## src/rtl/chg_phase_pkg.sv

```systemverilog
package chg_phase_pkg;
  localparam int unsigned PHASE_W = 3;
  localparam int unsigned FET_W   = 2;

  typedef enum logic [PHASE_W-1:0] {
    PH_IDLE   = 3'd0,
    PH_SHORT  = 3'd1,
    PH_LINEAR = 3'd2,
    PH_FULL   = 3'd3,
    PH_VREG   = 3'd4,
    PH_DETECT = 3'd5
  } phase_e;

  typedef enum logic [FET_W-1:0] {
    FET_OFF = 2'd0,
    FET_LIN = 2'd1,
    FET_ON  = 2'd2
  } fet_e;

  // bit order of the flag bundle
  localparam int unsigned FL_GOOD  = 0;
  localparam int unsigned FL_SHORT = 1;
  localparam int unsigned FL_SYS   = 2;
  localparam int unsigned FL_RCH   = 3;
  localparam int unsigned FL_TERM  = 4;
  localparam int unsigned FLAG_W   = 5;
endpackage

```

## src/rtl/chg_flag_sync.sv

```systemverilog
module chg_flag_sync #(
  parameter int unsigned WIDTH  = 5,
  parameter int unsigned STAGES = 2
) (
  input  logic             clk_i,
  input  logic             rst_ni,
  input  logic [WIDTH-1:0] d_i,
  output logic [WIDTH-1:0] q_o
);
  logic [WIDTH-1:0] pipe_q [STAGES];

  for (genvar s = 0; s < STAGES; s++) begin : g_stage
    always_ff @(posedge clk_i or negedge rst_ni) begin
      if (!rst_ni) pipe_q[s] <= '0;
      else if (s == 0) pipe_q[s] <= d_i;
      else pipe_q[s] <= pipe_q[(s == 0) ? 0 : s-1];
    end
  end

  assign q_o = pipe_q[STAGES-1];

  // the synchroniser output follows its input exactly STAGES-1 edges behind the first flop
  p_sync_shift_r2: assert property (@(posedge clk_i) disable iff (!rst_ni)
    (STAGES == 2) |=> (q_o == $past(pipe_q[0])));
endmodule

```

## src/rtl/chg_vreg_clamp.sv

```systemverilog
module chg_vreg_clamp #(
  parameter int unsigned CODE_W   = 6,
  parameter int unsigned CODE_MAX = 47
) (
  input  logic              clk_i,
  input  logic              rst_ni,
  input  logic [CODE_W-1:0] code_i,
  output logic [CODE_W-1:0] code_o
);
  localparam logic [CODE_W-1:0] MaxCode = CODE_W'(CODE_MAX);

  logic [CODE_W-1:0] lim;
  assign lim = (code_i > MaxCode) ? MaxCode : code_i;

  always_ff @(posedge clk_i or negedge rst_ni) begin
    if (!rst_ni) code_o <= '0;
    else         code_o <= lim;
  end

  p_code_bound_r10: assert property (@(posedge clk_i) disable iff (!rst_ni)
    code_o <= MaxCode);
  p_code_pass_r10: assert property (@(posedge clk_i) disable iff (!rst_ni)
    (code_i <= MaxCode) |=> (code_o == $past(code_i)));
endmodule

```

## src/rtl/chg_phase_fsm.sv

```systemverilog
module chg_phase_fsm
  import chg_phase_pkg::*;
(
  input  logic               clk_i,
  input  logic               rst_ni,
  input  logic [FLAG_W-1:0]  flags_i,
  output logic [PHASE_W-1:0] phase_o,
  output logic               short_en_o,
  output logic               chg_en_o,
  output logic [FET_W-1:0]   fet_mode_o,
  output logic               vloop_en_o
);
  phase_e state_q, state_d;
  logic good, shrt, sys_hi, rch, term;

  assign good   = flags_i[FL_GOOD];
  assign shrt   = flags_i[FL_SHORT];
  assign sys_hi = flags_i[FL_SYS];
  assign rch    = flags_i[FL_RCH];
  assign term   = flags_i[FL_TERM];

  always_comb begin
    state_d = state_q;
    if (!good) begin
      state_d = PH_IDLE;
    end else begin
      unique case (state_q)
        PH_IDLE:   state_d = shrt ? PH_SHORT : PH_LINEAR;
        PH_SHORT:  if (!shrt) state_d = PH_LINEAR;
        PH_LINEAR: begin
          if (shrt)        state_d = PH_SHORT;
          else if (sys_hi) state_d = PH_FULL;
        end
        PH_FULL:   if (rch)   state_d = PH_VREG;
        PH_VREG:   if (term)  state_d = PH_DETECT;
        PH_DETECT: if (!rch)  state_d = PH_LINEAR;
        default:   state_d = PH_IDLE;
      endcase
    end
  end

  always_ff @(posedge clk_i or negedge rst_ni) begin
    if (!rst_ni) state_q <= PH_IDLE;
    else         state_q <= state_d;
  end

  fet_e fet;
  always_comb begin
    short_en_o = 1'b0;
    chg_en_o   = 1'b0;
    vloop_en_o = 1'b0;
    fet        = FET_OFF;
    unique case (state_q)
      PH_SHORT:  begin short_en_o = 1'b1; fet = FET_LIN; end
      PH_LINEAR: begin chg_en_o = 1'b1; fet = FET_LIN; end
      PH_FULL:   begin chg_en_o = 1'b1; fet = FET_ON; end
      PH_VREG:   begin chg_en_o = 1'b1; fet = FET_ON; vloop_en_o = 1'b1; end
      default:   ;
    endcase
  end

  assign fet_mode_o = fet;
  assign phase_o    = state_q;

  p_no_good_idle_r9: assert property (@(posedge clk_i) disable iff (!rst_ni)
    !good |=> (state_q == PH_IDLE));
  p_idle_quiet_r1: assert property (@(posedge clk_i) disable iff (!rst_ni)
    (state_q == PH_IDLE) |-> (!short_en_o && !chg_en_o && !vloop_en_o && fet_mode_o == FET_OFF));
  p_short_entry_r3: assert property (@(posedge clk_i) disable iff (!rst_ni)
    (state_q == PH_IDLE && good && shrt) |=> (state_q == PH_SHORT));
  p_full_entry_r5: assert property (@(posedge clk_i) disable iff (!rst_ni)
    (state_q == PH_LINEAR && good && !shrt && sys_hi) |=> (state_q == PH_FULL));
  p_short_wins_r11: assert property (@(posedge clk_i) disable iff (!rst_ni)
    (state_q == PH_LINEAR && good && shrt) |=> (state_q == PH_SHORT));
  p_vreg_from_full_r6: assert property (@(posedge clk_i) disable iff (!rst_ni)
    $rose(state_q == PH_VREG) |-> ($past(state_q) == PH_FULL));
  p_detect_by_term_r7: assert property (@(posedge clk_i) disable iff (!rst_ni)
    $rose(state_q == PH_DETECT) |-> ($past(term) && $past(state_q) == PH_VREG));
  p_term_ignored_r12: assert property (@(posedge clk_i) disable iff (!rst_ni)
    (state_q == PH_FULL && good && !rch) |=> (state_q == PH_FULL));
  p_restart_r8: assert property (@(posedge clk_i) disable iff (!rst_ni)
    (state_q == PH_DETECT && good && !rch) |=> (state_q == PH_LINEAR));
endmodule

```

## src/rtl/chg_phase_ctrl.sv

```systemverilog
module chg_phase_ctrl
  import chg_phase_pkg::*;
#(
  parameter int unsigned CODE_W      = 6,
  parameter int unsigned CODE_MAX    = 47,
  parameter int unsigned SYNC_STAGES = 2
) (
  input  logic              clk_i,
  input  logic              rst_ni,
  input  logic              in_good_i,
  input  logic              bat_short_i,
  input  logic              sys_hi_i,
  input  logic              bat_rch_i,
  input  logic              term_i,
  input  logic [CODE_W-1:0] vreg_code_i,
  output logic [2:0]        phase_o,
  output logic              short_en_o,
  output logic              chg_en_o,
  output logic [1:0]        fet_mode_o,
  output logic              vloop_en_o,
  output logic [CODE_W-1:0] vreg_code_o
);
  logic [FLAG_W-1:0] flags_raw, flags_s;

  always_comb begin
    flags_raw           = '0;
    flags_raw[FL_GOOD]  = in_good_i;
    flags_raw[FL_SHORT] = bat_short_i;
    flags_raw[FL_SYS]   = sys_hi_i;
    flags_raw[FL_RCH]   = bat_rch_i;
    flags_raw[FL_TERM]  = term_i;
  end

  chg_flag_sync #(.WIDTH(FLAG_W), .STAGES(SYNC_STAGES)) u_sync (
    .clk_i (clk_i),
    .rst_ni(rst_ni),
    .d_i   (flags_raw),
    .q_o   (flags_s)
  );

  chg_phase_fsm u_fsm (
    .clk_i     (clk_i),
    .rst_ni    (rst_ni),
    .flags_i   (flags_s),
    .phase_o   (phase_o),
    .short_en_o(short_en_o),
    .chg_en_o  (chg_en_o),
    .fet_mode_o(fet_mode_o),
    .vloop_en_o(vloop_en_o)
  );

  chg_vreg_clamp #(.CODE_W(CODE_W), .CODE_MAX(CODE_MAX)) u_clamp (
    .clk_i (clk_i),
    .rst_ni(rst_ni),
    .code_i(vreg_code_i),
    .code_o(vreg_code_o)
  );

  // short current and linear FET always appear together
  p_short_lin_r3: assert property (@(posedge clk_i) disable iff (!rst_ni)
    short_en_o |-> (fet_mode_o == 2'd1 && !chg_en_o));
  // voltage loop only with FET fully on
  p_vloop_fet_r6: assert property (@(posedge clk_i) disable iff (!rst_ni)
    vloop_en_o |-> (fet_mode_o == 2'd2 && chg_en_o));
endmodule

```

## config.mk

```make
export PLATFORM = sky130hd
export DESIGN_NAME = chg_phase_ctrl
export DESIGN_NICKNAME = d
export VERILOG_FILES = /design/src/rtl/chg_phase_pkg.sv /design/src/rtl/chg_flag_sync.sv /design/src/rtl/chg_vreg_clamp.sv /design/src/rtl/chg_phase_fsm.sv /design/src/rtl/chg_phase_ctrl.sv
export SDC_FILE = /design/constraint.sdc
export NUM_CORES = 1
export LEC_CHECK = 0
export ABC_CLOCK_PERIOD_IN_PS = 1900
export BUFFER_PORTS_ARGS = -buffer_cell sky130_fd_sc_hd__buf_4
export CAP_MARGIN = 10
export CORE_MARGIN = 2
export CORE_UTILIZATION = 40
export DETAILED_ROUTE_END_ITERATION = 10
export PLACE_DENSITY = 0.76
export SLEW_MARGIN = 25
export SYNTH_ARGS = -nofsm -noshare
export SYNTH_HDL_FRONTEND = slang
export SYNTH_SLANG_ARGS = --single-unit
```

## constraint.sdc

```tcl
create_clock -name clk_i -period 1.9 [get_ports clk_i]
set_input_delay 0.19 -clock clk_i [delete_from_list [all_inputs] [get_ports clk_i]]
set_output_delay 0.19 -clock clk_i [all_outputs]
set_load 0.02 [all_outputs]
```

# Word level (Yosys, flattened, before mapping)
# Index checks and enable logic that the tools add are counted.
[op_classes]
magnitude_cmp = 1
n_eq_ne = 10
n_mux = 14
n_reduce_logical = 5
[op_table]
columns = ["operator", "count"]
rows = [
  ["3-bit two-way mux", 7],
  ["3-bit case mux with 6 select lines", 1],
  ["3-bit != test (second input constant)", 4],
  ["3-bit by 2-bit equality test with 1-bit output (second input constant)", 2],
  ["3-bit equality test (second input constant)", 2],
  ["6-bit greater-than comparator (second input constant)", 1],
  ["6-bit two-way mux", 1],
  ["5-bit AND reduction", 1],
  ["4-bit != test (second input constant)", 1],
  ["2-bit case mux with 2 select lines", 1],
  ["2-bit OR reduction", 2],
  ["3-bit by 1-bit equality test with 1-bit output (second input constant)", 1],
  ["3-bit logical NOT", 1],
  ["1-bit two-way mux", 3],
  ["3-bit OR reduction", 1],
  ["2-bit two-way mux", 1],
]
[word_totals]
reg_bits = 19
output_inout_bits = 14
wordCells = 34

# Longest topological paths before layout
# Gate-level depths: netlist of the first run.
[logic_depth]
word_depth = 4
mapped_depth = 5

# Hierarchy
# From an unflattened synthesis of the first run, not the netlist that was laid out.
[hier_totals]
hier_cells = 61
area_unflattened_um2 = 769.5
[by_module_without_submodules]
columns = ["module", "n_inst", "cells_per_inst", "area_per_inst_um2", "seq_area_each_um2"]
rows = [
  ["chg_phase_fsm", 1, 34, 291.5, 75.1],
  ["chg_flag_sync", 1, 15, 287.8, 250.2],
  ["chg_vreg_clamp", 1, 12, 190.2, 150.1],
]

# Worst setup path after synthesis of the first run
# OpenSTA, ideal clock, no wires.
[synth_path]
path_kind = "reg2reg"
from = "reg u_fsm.state_q[1] (netlist: u_fsm.phase_o[1])"
to = "reg u_fsm.state_q[0] (netlist: u_fsm.phase_o[0])"
arrival_ns = 1.495
t_required_ns = 1.827
path_slack_ns = 0.332
stages_incl_launch_ff = 6
n_path_buf = 1
cell_sequence = "dfrtp_1 -> buf_6 -> or4b_1 -> a21o_1 -> a31o_1 -> a21boi_2"
[synth_via]
elab_chain_cells = 3
word_cells_on_any_way = 14
classes_between = "eq/ne: 10; mux: 2; reduce/logical: 2"
[synth_rtl]
columns = ["element", "line", "text"]
rows = [
  ["start: declaration", "chg_phase_fsm.sv:13", "phase_e state_q, state_d;"],
  ["start signal: assignment", "chg_phase_fsm.sv:44", "else state_q <= state_d;"],
  ["3-bit by 2-bit equality test with 1-bit output, or another cell as far along", "chg_phase_fsm.sv:27", "unique case (state_q)"],
  ["4-bit != test (no source line), or another cell as far along", "--", ""],
  ["5-bit AND reduction (no source line) or 3-bit two-way mux (tied branches)", "--", ""],
]
# Several ways; a longest one is shown, not always the timed one.
# A chain may end at the register's enable or synchronous reset.

# Final worst setup path of the first run
# Same ends and word-level chain as after synthesis.

==> results of run 1 <==
[synth_stat cells (2+ instances only)]
cell,n,area [um^2]
nand3b_1,2,15.0
a21oi_1,2,10.0
o21ai_0,3,15.0
clkbuf_1,3,11.3
nor2_1,2,7.51
nand2_1,2,7.51
inv_1,2,7.51
nand2b_1,6,37.5
nor3_1,2,10.0
a21o_1,2,15.0
dfrtp_1,19,475
nor2b_1,2,12.5
[through the flow]
step / cells / instance area, um^2 / util [%] / setup slack, ns
final: 118 / 1030 / 59.4 / 0.345
after CTS: 117 / 1020 / 58.8 / 0.340
after global placement: 108 / 940 / 54.4 / 0.425
after global routing: 118 / 1030 / 59.4 / 0.244
after floorplan: 60 / 728 / - / 0.332
after detailed placement: 108 / 940 / 54.4 / 0.363
[critical path, stage by stage, from the launching register on]
cell and delay, ns:
dfrtp_1 0.52, or4b_1 0.48, a21o_1 0.20, a31o_1 0.18, a21boi_2 0.12
[state kept, by name, indices dropped and copies added, names as in the netlist]
register and cells:
u_clamp.code_o 6, u_fsm.phase_o 3, u_sync.q_o 5, u_sync.pipe_q 5
[worst paths after layout]
check / startpoint / end / slack, ns / cells past startpoint
max reg2reg: u_fsm.phase_o[1] / u_fsm.phase_o[0] / 0.34 / 4
min: vreg_code_i[5] / u_clamp.code_o[5] / 0.03 / 1
max in group asynchronous: rst_ni / u_sync.q_o[0] / 1.42 / 2
max: u_fsm.phase_o[1] / u_fsm.phase_o[0] / 0.34 / 4
min in group asynchronous: rst_ni / u_sync.pipe_q[5] / 0.30 / 2
min reg2reg: u_sync.pipe_q[5] / u_sync.q_o[0] / 0.35 / 0
[layer usage]
layer	routed length, um	track usage, %
met3	113	5.10
met1	474	13.3
met5	0	0
met4	48	11.7
met2	582	23.3
[power by group]
group | internal [W] | switching, W | leakage, nW
sequential | 0.000430 | 0.0000197 | 0.225
clock | 0.0000814 | 0.000105 | 0.0150
combinational | 0.000109 | 0.000114 | 0.242
total | 0.000620 | 0.000238 | 0.482
[cells by family (layout without fill, tap and decap cells)]
group / Yosys count / count (layout) / share of synthesized area [%]
and+or+nand+nor: 22 / 22 / 18.6
DFF: 19 / 19 / 65.3
AOI/OAI and AO/OA: 12 / 12 / 10.8
buffers and inverters: 6 / 39 / 4.12
xor gates and xnor gates: 1 / 1 / 1.20
[cell type report]
cell class | instances | area share [%]
inverter | 2 | 0.732
tap | 25 | 3.05
multi-input combinational | 35 | 21.7
sequential | 19 | 46.3
clock buffer | 4 | 2.56
timing repair buffer | 33 | 25.6
==> flow_summary.ini, run 1 <==
[place]
gp_congestion = 0.835
port_buffers = 26
dp_hpwl_um = 933

[sta]
rsz0062_at_grt = no
fin_setup_tns_ns = 0
finClkSkew_ns = 0.00158
tightest_slew_ns = 0.293
post-route-min-period_ns = 1.56
slew_viol_final = 0
fin_crit_sh_pct = 81.9
slew_headroom_pct = 80.5
fmax_ghz = 0.643
finalHoldViolations = 0
worst_hold_slack_ns = 0.0259
setup_viol = 0

[critical_path]
cp.arrival_ns = 1.78
worst_ep_required_time_ns = 2.12
start_kind = flip-flop
end_kind = flip-flop
crit_fanout = 11
timing_worst_setup_path_type = reg -> reg

[finish]
drive_above_1_share_pct = 33.3
regArea_um2 = 475
num-nets-final = 107
multiInputGateArea_um2 = 223
layout_commonest_cell = buf_4
diodes = 0
layout_common_cells = buf_4, dfrtp_1, nand2b_1, dlygate4sd3_1
syn_to_final_growth_pct = 40.9
fillCellCount = 150

[logic_synthesis]
synth_area_um2 = 728
synth_seq_cells = 19
syn_area_per_cell_um2 = 12.1
synth.distinct_cells = 25
ys_warn_count = 0
syn_inst = 60
synth_edf_count = 0
synth_nets = 73
async_flop_share_pct = 100
synthFlopType = dfrtp_1
ys_seq_area_share_pct = 65.3

[floorplan]
die_w_um = 46.7
boundaryPins = 27
core_area_um2 = 1730
num_rows = 15
die_h_um = 46.7
dieArea_um2 = 2180
initial_core_util_pct = 42.2

[power_and_ir_drop]
p_per_area_nw_per_um2 = 836
power_leakage_nw = 0.482
irDropWorstVdd_v = 0.000584
power_w = 0.000858

[clocking]
htree_levels = 1
ctsResizeCount = 0
numCtsBuffers = 3
post_cts.repair.setup_buffers = 0
clock_latency_ns = 0.28
clkTransAtPathRegs_ns = 0.09
cts_tree = built
cts_hold_buf = 5
cts_max_path_buffers = 2
clock_sink_count = 19
cts-root-buf = clkbuf_4

[detailed_routing]
detail_route.wl_per_cell_um = 10.3
drc = 0
ant_nets = 0
dr.pass1.iters = 3
drt-initial-drc-count = 3
vias = 542
wirelength_um = 1220
avgViaCountPerCell = 4.59

[run_status]
status = completed

[min_path]
min_path_type = in -> reg

[grt]
track_usage_pct = 13.9
grt_max_degree = 20
antenna_found_initial = 0
grt_pass1_vias = 529
grt.overflow.total = 0
grt_pass1_wl_um = 2010

[job]
maxCapViolations = 0
No activity file was read; power rests on OpenSTA's default activity.
==> inputs of run 2 (changes only) <==
--- a/config.mk
+++ b/config.mk
@@ -5,13 +5,14 @@
 export SDC_FILE = /design/constraint.sdc
 export NUM_CORES = 1
 export LEC_CHECK = 0
-export ABC_CLOCK_PERIOD_IN_PS = 1900
+export ABC_AREA = 1
+export ABC_CLOCK_PERIOD_IN_PS = 1500
 export BUFFER_PORTS_ARGS = -buffer_cell sky130_fd_sc_hd__buf_4
 export CAP_MARGIN = 10
 export CORE_MARGIN = 2
 export CORE_UTILIZATION = 40
 export DETAILED_ROUTE_END_ITERATION = 10
-export PLACE_DENSITY = 0.76
+export PLACE_DENSITY = 0.74
 export SLEW_MARGIN = 25
 export SYNTH_ARGS = -nofsm -noshare
 export SYNTH_HDL_FRONTEND = slang
==> constraint.sdc (replaced) <==
create_clock -name clk_i -period 1.5 [get_ports clk_i]
set_input_delay 0.15 -clock clk_i [delete_from_list [all_inputs] [get_ports clk_i]]
set_output_delay 0.15 -clock clk_i [all_outputs]
set_load 0.02 [all_outputs]
==> run 2 against run 1 <==
  * Synthesized cell count increased by 55%
  * Critical path depth increased by 1
  * Non-clock buffer count increased by 5
  * Register-to-register slack got worse by 0.19 ns
  * Flip-flop and latch count unchanged
  * Global-route usage increased by 1.3 points
==> flow_summary.ini, run 2 <==
[finish]
finalCoreUtilization_pct = 61.0
layout_common_cells = buf_4, nand2_1, dfrtp_1
num-nets-final = 146
fillCellCount = 182
diodes = 0
syn_to_final_growth_pct = 44.4
regArea_um2 = 479
regMostFlops = u_clamp.code_o
drive_above_1_share_pct = 40.2
largest_reg_flops = 6
layout_commonest_cell = buf_4
multiInputGateArea_um2 = 284

[clocking]
cts_tree = built
cts_max_path_buffers = 2
clock_sink_count = 19
clkTransAtPathRegs_ns = 0.09
numCtsBuffers = 3
cts-root-buf = clkbuf_4
clock_latency_ns = 0.29
htree_levels = 1

[logic_synthesis]
ys_seq_area_share_pct = 57.4
syn_area_per_cell_um2 = 8.91
synth_seq_cells = 19
synth.most_common_cell = nand2_1
synth_area_leaders = dfrtp_1, nand2_1, inv_1, nand3_1, nor2_1
synthFlopType = dfrtp_1
synthTopCellsByCount = nand2_1, dfrtp_1, inv_1
syn_inst = 93
yosysTopAreaCell = dfrtp_1
synth_top_area_share_pct = 57.4
synth_nets = 106
synth_edf_count = 0
synth.distinct_cells = 18
async_flop_share_pct = 100
ys_warn_count = 0
synth_area_um2 = 828

[place]
port_buffers = 26
dp_hpwl_um = 1130
gp_congestion = 0.863

[detailed_routing]
wirelength_um = 1590
detail_route.wl_per_cell_um = 10.0
vias = 710
drt-initial-drc-count = 7
drc = 0
dr.pass1.iters = 3
ant_nets = 0
avgViaCountPerCell = 4.47

[sta]
setup_viol = 0
post-route-min-period_ns = 1.44
fin_crit_sh_pct = 96.0
slew_viol_final = 0
finalHoldViolations = 0
tightest_slew_ns = 0.235
slew_headroom_pct = 84.3
finClkSkew_ns = 0.00488
fmax_ghz = 0.695

[floorplan]
core_area_um2 = 1960
boundaryPins = 27
dieArea_um2 = 2450
num_rows = 16
die_w_um = 49.5
die_h_um = 49.5
initial_core_util_pct = 42.2

[power_and_ir_drop]
p_int_w = 0.000961
swShare_pct = 36.9
power_w = 0.00152
clockPowerShare_pct = 16.0
power_leakage_nw = 0.664
pwr-share-comb_pct = 43.3
irDropWorstVdd_v = 0.000708
switchingPower_w = 0.000561
sequentialPowerShare_pct = 40.6
p_per_area_nw_per_um2 = 1270

[grt]
grt_pass1_vias = 732
grt_max_degree = 20
grt_pass1_wl_um = 2820
track_usage_pct = 15.2
grt.overflow.total = 0
antenna_found_initial = 0

[critical_path]
start_kind = flip-flop
crit_fanout = 5
worst_ep_required_time_ns = 1.35
end_kind = output pin
cp.arrival_ns = 1.29
timing_worst_setup_path_type = reg -> out

[run_status]
status = completed

[job]
maxCapViolations = 0

[min_path]
min_path_type = in -> reg
==> run 2: cell types whose count changed in the layout (fill, tap and decap cells not counted), moves of 3 or more <==
| cell | before | now |
|---|---|---|
| buf_4 | 27 | 30 |
| inv_1 | 2 | 12 |
| dfrtp_1 | 19 | 16 |
| inv_2 | 0 | 4 |
| dfrtp_2 | 0 | 3 |
| nor2_2 | 0 | 4 |
| nand3_1 | 0 | 6 |
| nand2_1 | 2 | 24 |
| nor2_1 | 2 | 9 |
| nand2b_1 | 6 | 0 |
==> run 2: per-layer routing <==
metal	share of wire, %	global-route usage (%)
met3	5.5	3.64
met5	0	0
met2	50	27.7
met4	1.2	6.94
met1	43	16.5
==> run 2: through the flow <==
step           worst slack (ns)  area, um^2  instances   TNS (ns)  hold slack, ns
2_1_floorplan             0.173         828         93          0          -0.146
3_3_place_gp              0.263        1030        143          0          0.0284
3_5_place_dp              0.206        1030        143          0          0.0295
4_1_cts                  0.0224        1160        158          0          0.0317
5_1_grt               -0.000229        1200        159  -0.000229          0.0431
6_report                 0.0607        1200        159          0          0.0428
==> run 2: area by class of cell <==
| class | instances | share of cell area, % |
|---|---|---|
| inverter | 17 | 5.54 |
| timing repair buffer | 38 | 25.6 |
| tap | 27 | 2.82 |
| sequential | 19 | 40.1 |
| clock buffer | 4 | 2.20 |
| multi-input combinational | 54 | 23.7 |
==> run 2: worst paths after layout <==
path                       cells past startpoint  slack, ns                 to              from
hold reg to reg                                0       0.36      u_sync.q_o[3]  u_sync.pipe_q[8]
setup reg to reg                               9       0.15   u_fsm.phase_o[1]  u_fsm.phase_o[0]
max in group asynchronous                      2       1.04   u_fsm.phase_o[1]            rst_ni
min in group asynchronous                      2       0.24  u_clamp.code_o[5]            rst_ni
hold / removal                                 3       0.04  u_clamp.code_o[0]    vreg_code_i[0]
setup / recovery                               5       0.06           chg_en_o  u_fsm.phase_o[1]
==> run 2: worst max-delay path, stage by stage, from the launching register on <==
cell     delay, ns
dfrtp_2       0.43
nand2_1       0.09
nor2_1        0.21
nor2_4        0.08
nand2_1       0.06
buf_4         0.13
==> run 2: logic make-up (layout without fill, tap and decap cells) <==
| kind of cell | after synthesis | count (layout) | share of synthesized area [%] |
|---|---|---|---|
| DFF | 19 | 19 | 57.4 |
| buffers and inverters | 20 | 59 | 10.4 |
| and+or+nand+nor | 52 | 52 | 31.0 |
| AOI/OAI and AO/OA | 2 | 2 | 1.21 |
==> run 2: timing repair <==
| action | CTS | global route |
|---|---|---|
| endpoints found under the setup margin | 2 | 5 |
| hold buffers | 7 | 0 |
| gates resized for setup | 3 | 5 |
| endpoints found under the hold margin | 25 | 0 |
| buffers inserted | 4 | 1 |
| pin swaps | 0 | 1 |
==> run 2: power groups by stage <==
stage                     clock (W)  sequential [W]  combinational [W]
after global routing       0.000280        0.000627           0.000724
after CTS                  0.000250        0.000616           0.000622
after global placement            0        0.000650           0.000507
final                      0.000244        0.000618           0.000659
after floorplan                   0        0.000639           0.000351
after detailed placement          0        0.000655           0.000514
==> inputs of run 3 (changes only) <==
--- a/config.mk
+++ b/config.mk
@@ -12,7 +12,8 @@
 export CORE_MARGIN = 2
 export CORE_UTILIZATION = 40
 export DETAILED_ROUTE_END_ITERATION = 10
-export PLACE_DENSITY = 0.74
+export GPL_TIMING_DRIVEN = 0
+export PLACE_DENSITY = 0.65
 export SLEW_MARGIN = 25
 export SYNTH_ARGS = -nofsm -noshare
 export SYNTH_HDL_FRONTEND = slang
==> run 3 against run 2 <==
  * Combinational power increased by 21%
  * First-iteration DRC count down 57%
  * Wire length grew 0.57%
  * Clock skew is 0.0042 ns lower
  * Hold slack better by 0.0030 ns
  * Via count is 3.5% higher
  * Clock-buffer cell count down 1
  * Die area stayed put
  * Total power grew 7.3%
  * Maximum frequency fell by 1.1%
  * Worst setup slack worse by 0.016 ns
  * Flip-flop and latch count unchanged
==> flow_summary.ini, run 3 (same netlist as run 2, synthesis figures left out) <==
[clocking]
numCtsBuffers = 3
cts_max_path_buffers = 2
htree_levels = 1
cts-root-buf = clkbuf_4
clkTransAtPathRegs_ns = 0.10
clock_sink_count = 19
clock_latency_ns = 0.28
cts_tree = built

[run_status]
status = completed

[power_and_ir_drop]
p_int_w = 0.00104
power_w = 0.00163
swShare_pct = 36.2
irDropWorstVdd_v = 0.000744
p_per_area_nw_per_um2 = 1290
clockPowerShare_pct = 14.7
sequentialPowerShare_pct = 36.3
switchingPower_w = 0.000591
power_leakage_nw = 0.709
pwr-share-comb_pct = 49.0

[detailed_routing]
avgViaCountPerCell = 4.40
detail_route.wl_per_cell_um = 9.58
dr.pass1.iters = 2
drc = 0
vias = 735
ant_nets = 0
drt-initial-drc-count = 3
wirelength_um = 1600

[floorplan]
die_h_um = 49.5
core_area_um2 = 1960
initial_core_util_pct = 42.2
boundaryPins = 27
dieArea_um2 = 2450
die_w_um = 49.5
num_rows = 16

[sta]
slew_viol_final = 0
setup_viol = 0
finalWorstSetupSlack_ns = 0.0448
slew_headroom_pct = 85.0
worst_hold_slack_ns = 0.0457
fmax_ghz = 0.687
tightest_slew_ns = 0.225
finalHoldViolations = 0
rsz0062_at_grt = yes
fin_crit_sh_pct = 97.0
post-route-min-period_ns = 1.46
finClkSkew_ns = 0.000704

[finish]
largest_reg_flops = 6
syn_to_final_growth_pct = 53.0
num-nets-final = 154
layout_common_cells = buf_4, nand2_1, dfrtp_1
layout_commonest_cell = buf_4
regMostFlops = u_clamp.code_o
diodes = 0
fillCellCount = 177
drive_above_1_share_pct = 44.3
final-instance-count-excl-fill = 167

[critical_path]
start_kind = flip-flop
worst_ep_required_time_ns = 1.35
cp.arrival_ns = 1.31
timing_worst_setup_path_type = reg -> out
end_kind = output pin
crit_fanout = 8

[place]
place_worst_setup_slack_ns = 0.271
numPlacedInstances = 146
port_buffers = 26
gp_congestion = 0.833
dp_hpwl_um = 1100

[grt]
grt_pass1_wl_um = 2480
grt_pass1_vias = 655
track_usage_pct = 13.2
grt.overflow.total = 0
antenna_found_initial = 0
grt_max_degree = 20

[job]
maxCapViolations = 0

[min_path]
min_path_type = in -> reg
==> run 3: critical path: stages (launching register included) <==
cell,delay (ns)
dfrtp_1,0.40
buf_6,0.15
buf_4,0.13
nand3_2,0.11
nand2_1,0.07
buf_4,0.15
==> run 3: what timing repair did <==
item / in CTS / in global routing
cloned: 0 / 0
hold endpoints to repair: 24 / 1
pin swaps: 1 / 4
hold buffers: 6 / 1
resized for setup: 1 / 11
setup endpoints to repair: 2 / 3
setup buffers: 1 / 9
==> run 3: metal layers <==
layer  wire (um)  global-route usage (%)  up-vias
met5           0                       0        -
met2         844                    24.1       21
li1            -                       -      373
met1         644                    15.0      339
met4          12                    6.94        0
met3          98                    1.82        2
==> run 3: stage by stage <==
stage | instance area, um^2 | utilization, % | setup TNS (ns)
after CTS | 1160 | 58.9 | 0
after detailed placement | 1060 | 53.9 | 0
after global routing | 1270 | 64.6 | -0.0520
after global placement | 1060 | 53.9 | 0
after floorplan | 828 | - | 0
final | 1270 | 64.6 | 0
==> run 3: power by group through the flow <==
stage / combinational (W) / clock (W) / sequential [W]
floorplan: 0.000351 / 0 / 0.000639
global placement: 0.000600 / 0 / 0.000599
detailed placement: 0.000607 / 0 / 0.000601
CTS: 0.000637 / 0.000252 / 0.000592
global route: 0.000871 / 0.000280 / 0.000598
finish: 0.000800 / 0.000239 / 0.000593
==> run 3: cell type report <==
| cell class | instances | area, um^2 | area share, % |
|---|---|---|---|
| Buffer | 3 | 26.3 | 2.07 |
| Clock buffer | 3 | 22.5 | 1.78 |
| Clock inverter | 1 | 5.00 | 0.395 |
| Inverter | 17 | 66.3 | 5.23 |
| Multi-Input combinational cell | 54 | 289 | 22.8 |
| Sequential cell | 19 | 477 | 37.6 |
| Tap cell | 27 | 33.8 | 2.67 |
| Timing Repair Buffer | 43 | 348 | 27.4 |
==> run 3: final timing paths <==
check,to,from,cells after the start,slack [ns]
max in group asynchronous,u_fsm.phase_o[2],rst_ni,2,1.04
worst max register to register,u_fsm.phase_o[0],u_fsm.phase_o[0],9,0.14
worst min register to register,u_sync.q_o[3],u_sync.pipe_q[8],0,0.36
min in group asynchronous,u_sync.pipe_q[5],rst_ni,2,0.25
worst min-delay path,u_clamp.code_o[1],vreg_code_i[1],3,0.05
worst max-delay path,fet_mode_o[0],u_fsm.phase_o[1],5,0.04
